### config.mk
export PLATFORM = sky130hd
export DESIGN_NAME = evtmon_bank
export DESIGN_NICKNAME = d
export VERILOG_FILES = /design/src/rtl/evtmon_pkg.sv /design/src/rtl/evtmon_counter.sv /design/src/rtl/evtmon_voff.sv /design/src/rtl/evtmon_decode.sv /design/src/rtl/evtmon_bank.sv
export SDC_FILE = /design/constraint.sdc
export NUM_CORES = 2
export LEC_CHECK = 0
export ABC_CLOCK_PERIOD_IN_PS = 6900
export BUFFER_PORTS_ARGS = -buffer_cell sky130_fd_sc_hd__buf_2
export CAP_MARGIN = 20
export CORE_MARGIN = 2
export CORE_UTILIZATION = 40
export DETAILED_ROUTE_END_ITERATION = 8
export HOLD_SLACK_MARGIN = 0.02
export SYNTH_ARGS = -nofsm -noshare
export SYNTH_HDL_FRONTEND = slang
export SYNTH_SLANG_ARGS = --single-unit
### constraint.sdc
create_clock -name clk -period 6.9 [get_ports clk]
set_input_delay 0 -clock clk [delete_from_list [all_inputs] [get_ports clk]]
set_output_delay 0 -clock clk [all_outputs]
set_load 0.01 [all_outputs]
### src/rtl/evtmon_pkg.sv
// Shared types for the event counter bank: outcome codes, the access
// control bundle and fixed constants. Assumes a 16-slot index space.
package evtmon_pkg;
    localparam int SLOTS = 16;
    localparam int IDX_W = 4;
    localparam logic [5:0] TRAP_SYN = 6'h04;

    typedef enum logic [1:0] {
        ST_OK    = 2'd0,
        ST_ZERO  = 2'd1,
        ST_TRAP  = 2'd2,
        ST_UNDEF = 2'd3
    } acc_status_e;

    typedef struct packed {
        logic upper_trap;
        logic trap_l3;
        logic trap_l2;
        logic user_en;
        logic host_route;
        logic rd_zero;
        logic voff_l2;
        logic voff_l3;
    } acc_cfg_t;
endpackage

### src/rtl/evtmon_counter.sv
// One counter slot: loads a value or advances by one per qualified cycle.
// Assumes ld and inc are never both meaningful (the top drops loads to
// enabled counters), but load still takes precedence if they coincide.
module evtmon_counter #(
    parameter int CNT_W = 64
) (
    input  logic             clk,
    input  logic             rst_n,
    input  logic             inc,
    input  logic             ld,
    input  logic [CNT_W-1:0] ld_val,
    output logic [CNT_W-1:0] cnt
);
    // Count register: reset, load, or increment modulo 2^CNT_W.
    always_ff @(posedge clk) begin
        if (!rst_n)   cnt <= '0;
        else if (ld)  cnt <= ld_val;
        else if (inc) cnt <= cnt + 1'b1;
    end
endmodule

### src/rtl/evtmon_voff.sv
// Per-slot offset store with one load port and one combinational read.
// HAS_VOFF = 0 builds no storage and reads as zero.
module evtmon_voff #(
    parameter int CNT_W    = 64,
    parameter bit HAS_VOFF = 1'b1
) (
    input  logic                         clk,
    input  logic                         rst_n,
    input  logic                         we,
    input  logic [evtmon_pkg::IDX_W-1:0] sel,
    input  logic [CNT_W-1:0]             val,
    input  logic [evtmon_pkg::IDX_W-1:0] rd_sel,
    output logic [CNT_W-1:0]             rd_off
);
    import evtmon_pkg::*;

    generate
        if (HAS_VOFF) begin : g_store
            logic [CNT_W-1:0] off_q [SLOTS];
            // Offset registers: cleared on reset, one slot loaded per cycle.
            always_ff @(posedge clk) begin
                if (!rst_n) begin
                    for (int s = 0; s < SLOTS; s++) off_q[s] <= '0;
                end else if (we) begin
                    off_q[sel] <= val;
                end
            end
            assign rd_off = off_q[rd_sel];
        end else begin : g_none
            logic unused;
            assign unused = &{1'b0, clk, rst_n, we, sel, val, rd_sel};
            assign rd_off = '0;
        end
    endgenerate
endmodule

### src/rtl/evtmon_decode.sv
// Combinational access decoder. Applies the fixed priority chain to one
// request and reports outcome, trap level, whether to subtract the offset
// and whether a write may proceed. Highest privilege level is 3.
module evtmon_decode #(
    parameter int                            NUM_IMPL   = 12,
    parameter logic [evtmon_pkg::SLOTS-1:0]  IMPL_MASK  = 16'h0FDF,
    parameter int                            UPPER_BASE = 8,
    parameter bit                            HAS_VOFF   = 1'b1
) (
    input  logic [evtmon_pkg::IDX_W-1:0] idx,
    input  logic [1:0]                   el,
    input  logic                         wr,
    input  evtmon_pkg::acc_cfg_t         cfg,
    output evtmon_pkg::acc_status_e      status,
    output logic [1:0]                   tgt,
    output logic                         sub_off,
    output logic                         wr_ok
);
    import evtmon_pkg::*;

    localparam logic [1:0] TOP_EL = 2'd3;

    logic built;
    logic upper;
    logic low_el;

    assign built  = (int'(idx) < NUM_IMPL) && IMPL_MASK[idx];
    assign upper  = (int'(idx) >= UPPER_BASE);
    assign low_el = (el <= 2'd1);

    // Priority chain: existence, then traps, then zero/offset/physical.
    always_comb begin
        status  = ST_OK;
        tgt     = 2'd0;
        sub_off = 1'b0;
        wr_ok   = 1'b0;
        if (!built) begin
            status = ST_UNDEF;
        end else if (wr) begin
            if (el == 2'd1 && upper && cfg.upper_trap) begin
                status = ST_TRAP;
                tgt    = 2'd2;
            end else if (el == TOP_EL) begin
                wr_ok  = 1'b1;
            end else begin
                status = ST_UNDEF;
            end
        end else if (el == 2'd0 && !cfg.user_en) begin
            status = ST_TRAP;
            tgt    = cfg.host_route ? 2'd2 : 2'd1;
        end else if (low_el && upper && cfg.upper_trap) begin
            status = ST_TRAP;
            tgt    = 2'd2;
        end else if (low_el && cfg.trap_l2) begin
            status = ST_TRAP;
            tgt    = 2'd2;
        end else if (el != TOP_EL && cfg.trap_l3) begin
            status = ST_TRAP;
            tgt    = 2'd3;
        end else if (el != TOP_EL && cfg.rd_zero) begin
            status = ST_ZERO;
        end else begin
            sub_off = HAS_VOFF && low_el && cfg.voff_l2 && cfg.voff_l3;
        end
    end
endmodule

### src/rtl/evtmon_bank.sv
// Top of the privilege-gated event counter bank. Builds the counters that
// IMPL_MASK and NUM_IMPL select, decodes each access and registers the
// response one cycle after the request. Writes to running counters are
// dropped and flagged in a sticky error bit.
module evtmon_bank #(
    parameter int                           NUM_IMPL   = 12,
    parameter logic [evtmon_pkg::SLOTS-1:0] IMPL_MASK  = 16'h0FDF,
    parameter int                           CNT_W      = 64,
    parameter int                           UPPER_BASE = 8,
    parameter bit                           HAS_VOFF   = 1'b1
) (
    input  logic                         clk,
    input  logic                         rst_n,
    input  logic [evtmon_pkg::SLOTS-1:0] cnt_en,
    input  logic [evtmon_pkg::SLOTS-1:0] evt_in,
    input  logic                         cfg_upper_trap,
    input  logic                         cfg_trap_l3,
    input  logic                         cfg_trap_l2,
    input  logic                         cfg_user_en,
    input  logic                         cfg_host_route,
    input  logic                         cfg_rd_zero,
    input  logic                         cfg_voff_l2,
    input  logic                         cfg_voff_l3,
    input  logic                         voff_we,
    input  logic [evtmon_pkg::IDX_W-1:0] voff_sel,
    input  logic [CNT_W-1:0]             voff_val,
    input  logic                         req_valid,
    input  logic                         req_wr,
    input  logic [1:0]                   req_el,
    input  logic [2:0]                   req_opc1,
    input  logic                         req_crm_b0,
    input  logic [CNT_W/2-1:0]           req_rt,
    input  logic [CNT_W/2-1:0]           req_rt2,
    output logic                         rsp_valid,
    output logic [1:0]                   rsp_status,
    output logic [1:0]                   rsp_tgt,
    output logic [5:0]                   rsp_syndrome,
    output logic [CNT_W/2-1:0]           rsp_rt,
    output logic [CNT_W/2-1:0]           rsp_rt2,
    output logic                         wr_err
);
    import evtmon_pkg::*;

    localparam int HALF_W = CNT_W / 2;

    logic [IDX_W-1:0] idx;
    acc_cfg_t         cfg;
    acc_status_e      dec_status;
    logic [1:0]       dec_tgt;
    logic             dec_sub;
    logic             dec_wr_ok;
    logic [CNT_W-1:0] cnt_q [SLOTS];
    logic [CNT_W-1:0] sel_cnt;
    logic [CNT_W-1:0] sel_off;
    logic [CNT_W-1:0] rd_val;
    logic             wr_go;

    assign idx = {req_crm_b0, req_opc1};
    assign cfg = '{upper_trap: cfg_upper_trap, trap_l3: cfg_trap_l3,
                   trap_l2: cfg_trap_l2, user_en: cfg_user_en,
                   host_route: cfg_host_route, rd_zero: cfg_rd_zero,
                   voff_l2: cfg_voff_l2, voff_l3: cfg_voff_l3};

    evtmon_decode #(
        .NUM_IMPL  (NUM_IMPL),
        .IMPL_MASK (IMPL_MASK),
        .UPPER_BASE(UPPER_BASE),
        .HAS_VOFF  (HAS_VOFF)
    ) u_decode (
        .idx    (idx),
        .el     (req_el),
        .wr     (req_wr),
        .cfg    (cfg),
        .status (dec_status),
        .tgt    (dec_tgt),
        .sub_off(dec_sub),
        .wr_ok  (dec_wr_ok)
    );

    assign wr_go = req_valid && req_wr && dec_wr_ok;

    generate
        for (genvar s = 0; s < SLOTS; s++) begin : g_slot
            if (IMPL_MASK[s] && (s < NUM_IMPL)) begin : g_built
                evtmon_counter #(.CNT_W(CNT_W)) u_cnt (
                    .clk   (clk),
                    .rst_n (rst_n),
                    .inc   (cnt_en[s] && evt_in[s]),
                    .ld    (wr_go && (idx == s) && !cnt_en[s]),
                    .ld_val({req_rt2, req_rt}),
                    .cnt   (cnt_q[s])
                );
            end else begin : g_absent
                assign cnt_q[s] = '0;
            end
        end
    endgenerate

    evtmon_voff #(.CNT_W(CNT_W), .HAS_VOFF(HAS_VOFF)) u_voff (
        .clk   (clk),
        .rst_n (rst_n),
        .we    (voff_we),
        .sel   (voff_sel),
        .val   (voff_val),
        .rd_sel(idx),
        .rd_off(sel_off)
    );

    assign sel_cnt = cnt_q[idx];
    assign rd_val  = dec_sub ? (sel_cnt - sel_off) : sel_cnt;

    // Response register: outcome and read data one cycle after the request.
    always_ff @(posedge clk) begin
        if (!rst_n || !req_valid) begin
            rsp_valid    <= 1'b0;
            rsp_status   <= ST_OK;
            rsp_tgt      <= 2'd0;
            rsp_syndrome <= 6'd0;
            rsp_rt       <= '0;
            rsp_rt2      <= '0;
        end else begin
            rsp_valid    <= 1'b1;
            rsp_status   <= dec_status;
            rsp_tgt      <= dec_tgt;
            rsp_syndrome <= (dec_status == ST_TRAP) ? TRAP_SYN : 6'd0;
            if (!req_wr && dec_status == ST_OK) begin
                rsp_rt  <= rd_val[HALF_W-1:0];
                rsp_rt2 <= rd_val[CNT_W-1:HALF_W];
            end else begin
                rsp_rt  <= '0;
                rsp_rt2 <= '0;
            end
        end
    end

    // Sticky error: a permitted write hit a counter that was running.
    always_ff @(posedge clk) begin
        if (!rst_n)                     wr_err <= 1'b0;
        else if (wr_go && cnt_en[idx])  wr_err <= 1'b1;
    end
endmodule

==> flow_metrics.env <==
export IMPL_status="finished clean"
export IMPL_seq_power_share=0.473
export IMPL_vdd_drop_max_mv=0.244
export IMPL_synth_most_common_cell="and2_1"
export IMPL_powerDensity_nw_per_um2=226
export IMPL_cts_tree="yes"
export IMPL_placed_area_um2=102000
export IMPL_vias=82627
export IMPL_finalHoldViolCount=0
export IMPL_synth_warnings=0
export IMPL_dp_cells=12681
export IMPL_p_int_mw=18.6
export IMPL_ant_nets=0
export IMPL_pwr_share_comb=0.090
export IMPL_synth_top_area_cell="edfxtp_1"
export IMPL_grt_max_degree=186
export IMPL_grt_pass1_vias=79118
export IMPL_cap_violations=0
export IMPL_ios=259
export IMPL_dr_pass1_iters=7
export IMPL_ys_types=91
export IMPL_yosysSeqAreaShare=0.474
export IMPL_synthToLayoutAreaGrowth_pct=13.4
export IMPL_hold_class="input pin to flip-flop"
export IMPL_end_kind="flip-flop"
export IMPL_cts_sinks=1799
export IMPL_tightest_slew_ns=1.22
export IMPL_htree_num_levels=4
export IMPL_dp_hpwl_um=243000
export IMPL_clkTransAtPathRegs_ns=0.06
export IMPL_numCtsBuffers=200
export IMPL_p_switching_mw=6.33
export IMPL_ys_ff_latch=1799
export IMPL_clkPwrFrac=0.437
export IMPL_p_leak_nw=37.2
export IMPL_synth_edff_count=1024
export IMPL_portBuffers=248
export IMPL_syn_area_um2=97500
export IMPL_synthArstFlopShare=0
export IMPL_postCtsResizedCells=0
export IMPL_min_period_over_period=0.775
export IMPL_arrival_ns=6.13
export IMPL_max_freq_mhz=187
export IMPL_synth_top_area_share=0.315
export IMPL_syn_mean_instance_area_um2=9.91
export IMPL_cts_root_buf="clkbuf_16"
export IMPL_grt_ovfl_total=0
export IMPL_path_max_fanout=9
export IMPL_regArea_um2=46300
export IMPL_fin_skew_ns=0.0782
export IMPL_vias_per_cell=6.21
export IMPL_cts_path_max_buffers=3
export IMPL_final_nets=10146
export IMPL_post_cts_setup_buffers=0
export IMPL_antenna_found_initial=68
export IMPL_cp_slowest_cell="mux4_2"
export IMPL_clock_latency_ns=0.89
export IMPL_die_h_um=498
export IMPL_path_class="flip-flop to flip-flop"
export IMPL_cts_hold_buffers=205
export IMPL_critPathTopFamily="compound AO/OA/AOI/OAI gates"
export IMPL_core_um2=243000
export IMPL_fin_util=0.455
export IMPL_final_max_slew_viol_count=0
export IMPL_routabilityCongestion=0.921
export IMPL_nFillCells=22563
export IMPL_multi_input_area_um2=48100
export IMPL_power_share_switching=0.254
export IMPL_dieArea_um2=248000
export IMPL_synth_common_cells="and2_1 (1087), a21oi_1 (1025), edfxtp_1 (1024), nor2_1 (861), nand2_1 (782)"
export IMPL_routed_wl_um=364000
export IMPL_finalPower_mw=24.9
export IMPL_max_stage_delay_ns=0.56
export IMPL_grt_use_total=0.284
export IMPL_crit_chain="mux4_2, mux2i_1, o22ai_1, ha_1, a21oi_1, o21bai_1, a221oi_1, nor2_1, o31ai_1, nor2_1, a211oi_1, a2111oi_0, or3_1, a21oi_1, mux2_2"
export IMPL_rsz0062_at_grt="false"
export IMPL_slew_limit_headroom=0.184
export IMPL_crit_buf_inv=0
export IMPL_drive_above_1_share=0.135
export IMPL_grt_pass1_wl_um=528000
export IMPL_setup_viol=0
export IMPL_fin_area_um2=111000
export IMPL_fp_row_count=181
export IMPL_drc=0
export IMPL_fin_cells=13296
export IMPL_initial_core_util=0.402
export IMPL_synthFlopType="edfxtp_1"
export IMPL_drtIter0Drc=11130
export IMPL_fp_dieW_um=498
export IMPL_wire_per_inst_um=27.4
export IMPL_syn_inst=9839
export IMPL_cp_start_kind="flip-flop"
export IMPL_min_period_ns=5.34
export IMPL_tns_ns=0
export IMPL_cp_required_ns=7.68
export IMPL_synth_area_leaders="edfxtp_1 (32%), dfxtp_1 (16%), mux4_2 (10%)"
==> registers in the layout, summed over array words and instances (netlist names) <==
name / flops
rsp_syndrome: 1
rsp_rt2: 32
rsp_tgt: 2
g_slot.g_built.u_cnt.cnt: 704
rsp_status: 2
rsp_rt: 32
u_voff.g_store.off_q: 1024
rsp_valid: 1
wr_err: 1
==> worst paths after layout <==
path / startpoint / to / cells after the start / slack (ns)
max reg2reg: g_slot[0].g_built.u_cnt.cnt[28]$_SDFFE_PN0P_ / rsp_rt2[31]$_SDFF_PP0_ / 15 / 1.56
min: req_opc1[1] / rsp_rt2[20]$_SDFF_PP0_ / 5 / 0.06
max: g_slot[0].g_built.u_cnt.cnt[28]$_SDFFE_PN0P_ / rsp_rt2[31]$_SDFF_PP0_ / 15 / 1.56
min reg2reg: g_slot[3].g_built.u_cnt.cnt[43]$_SDFFE_PN0P_ / g_slot[3].g_built.u_cnt.cnt[43]$_SDFFE_PN0P_ / 2 / 0.49
==> layer usage <==
layer  vias to the layer above  share of wire  global-route usage
li1                      36747              -                   -
met5                         -        0.00051                   0
met3                       845          0.083              0.0442
met4                        28          0.052               0.140
met2                      4261           0.48               0.475
met1                     40746           0.38               0.357
==> cell type report <==
cell class | instances | area share
Sequential cell | 1799 | 0.418
Multi-Input combinational cell | 7109 | 0.435
Inverter | 143 | 0.00492
Antenna cell | 42 | 0.000950
Timing Repair Buffer | 635 | 0.0444
Clock buffer | 269 | 0.0493
Clock inverter | 97 | 0.0106
Tap cell | 3202 | 0.0362
==> cells in the final DEF (no fill, tap or decap), drive strengths merged, types with 76 or more instances in the layout <==
cell and count:
a21oi 1025, a221oi 126, a22oi 147, a31oi 146, and2 1090, and3 140
buf 427, clkbuf 272, dfxtp 775, dlygate4sd3 205, edfxtp 1024, inv 148
mux2i 76, mux4 453, nand2 785, nand3 348, nand4 166, nor2 864
nor3 282, nor4 98, o21ai 525
==> power groups by stage <==
stage	Clock [mW]	Combinational, mW	Sequential [mW]
final	10.9	2.24	11.8
after global routing	11.5	2.36	11.8
after CTS	11.0	2.21	11.8
after detailed placement	0	2.10	12.0
after global placement	0	2.08	12.0
after floorplan	0	1.32	12.0
==> worst reg2reg max path, stage by stage (launching register included) <==
cell and delay, ns:
dfxtp_1 0.39, mux4_2 0.56, mux2i_1 0.48, o22ai_1 0.26
ha_1 0.45, a21oi_1 0.29, o21bai_1 0.16, a221oi_1 0.43
nor2_1 0.13, o31ai_1 0.39, nor2_1 0.10, a211oi_1 0.51
a2111oi_0 0.24, or3_1 0.34, a21oi_1 0.16, mux2_2 0.34
==> kinds of logic after synthesis <==
family                   synth area share
AND/OR/NAND/NOR                     0.210
other                           0.0000385
buffers and inverters              0.0364
adder cells (fa/ha/maj)           0.00970
flip-flops                          0.474
multiplexers                        0.119
AO/OA/AOI/OAI                       0.143
XOR/XNOR                          0.00692
==> per-stage QoR <==
| step | setup WS [ns] | hold WS, ns |
|---|---|---|
| global route | 1.30 | 0.0920 |
| detailed placement | 1.01 | 0.279 |
| global placement | 0.995 | 0.270 |
| CTS | 1.60 | 0.0227 |
| floorplan | 1.28 | 0.0793 |
| finish | 1.56 | 0.0555 |
(Power assumes the default switching activity.)
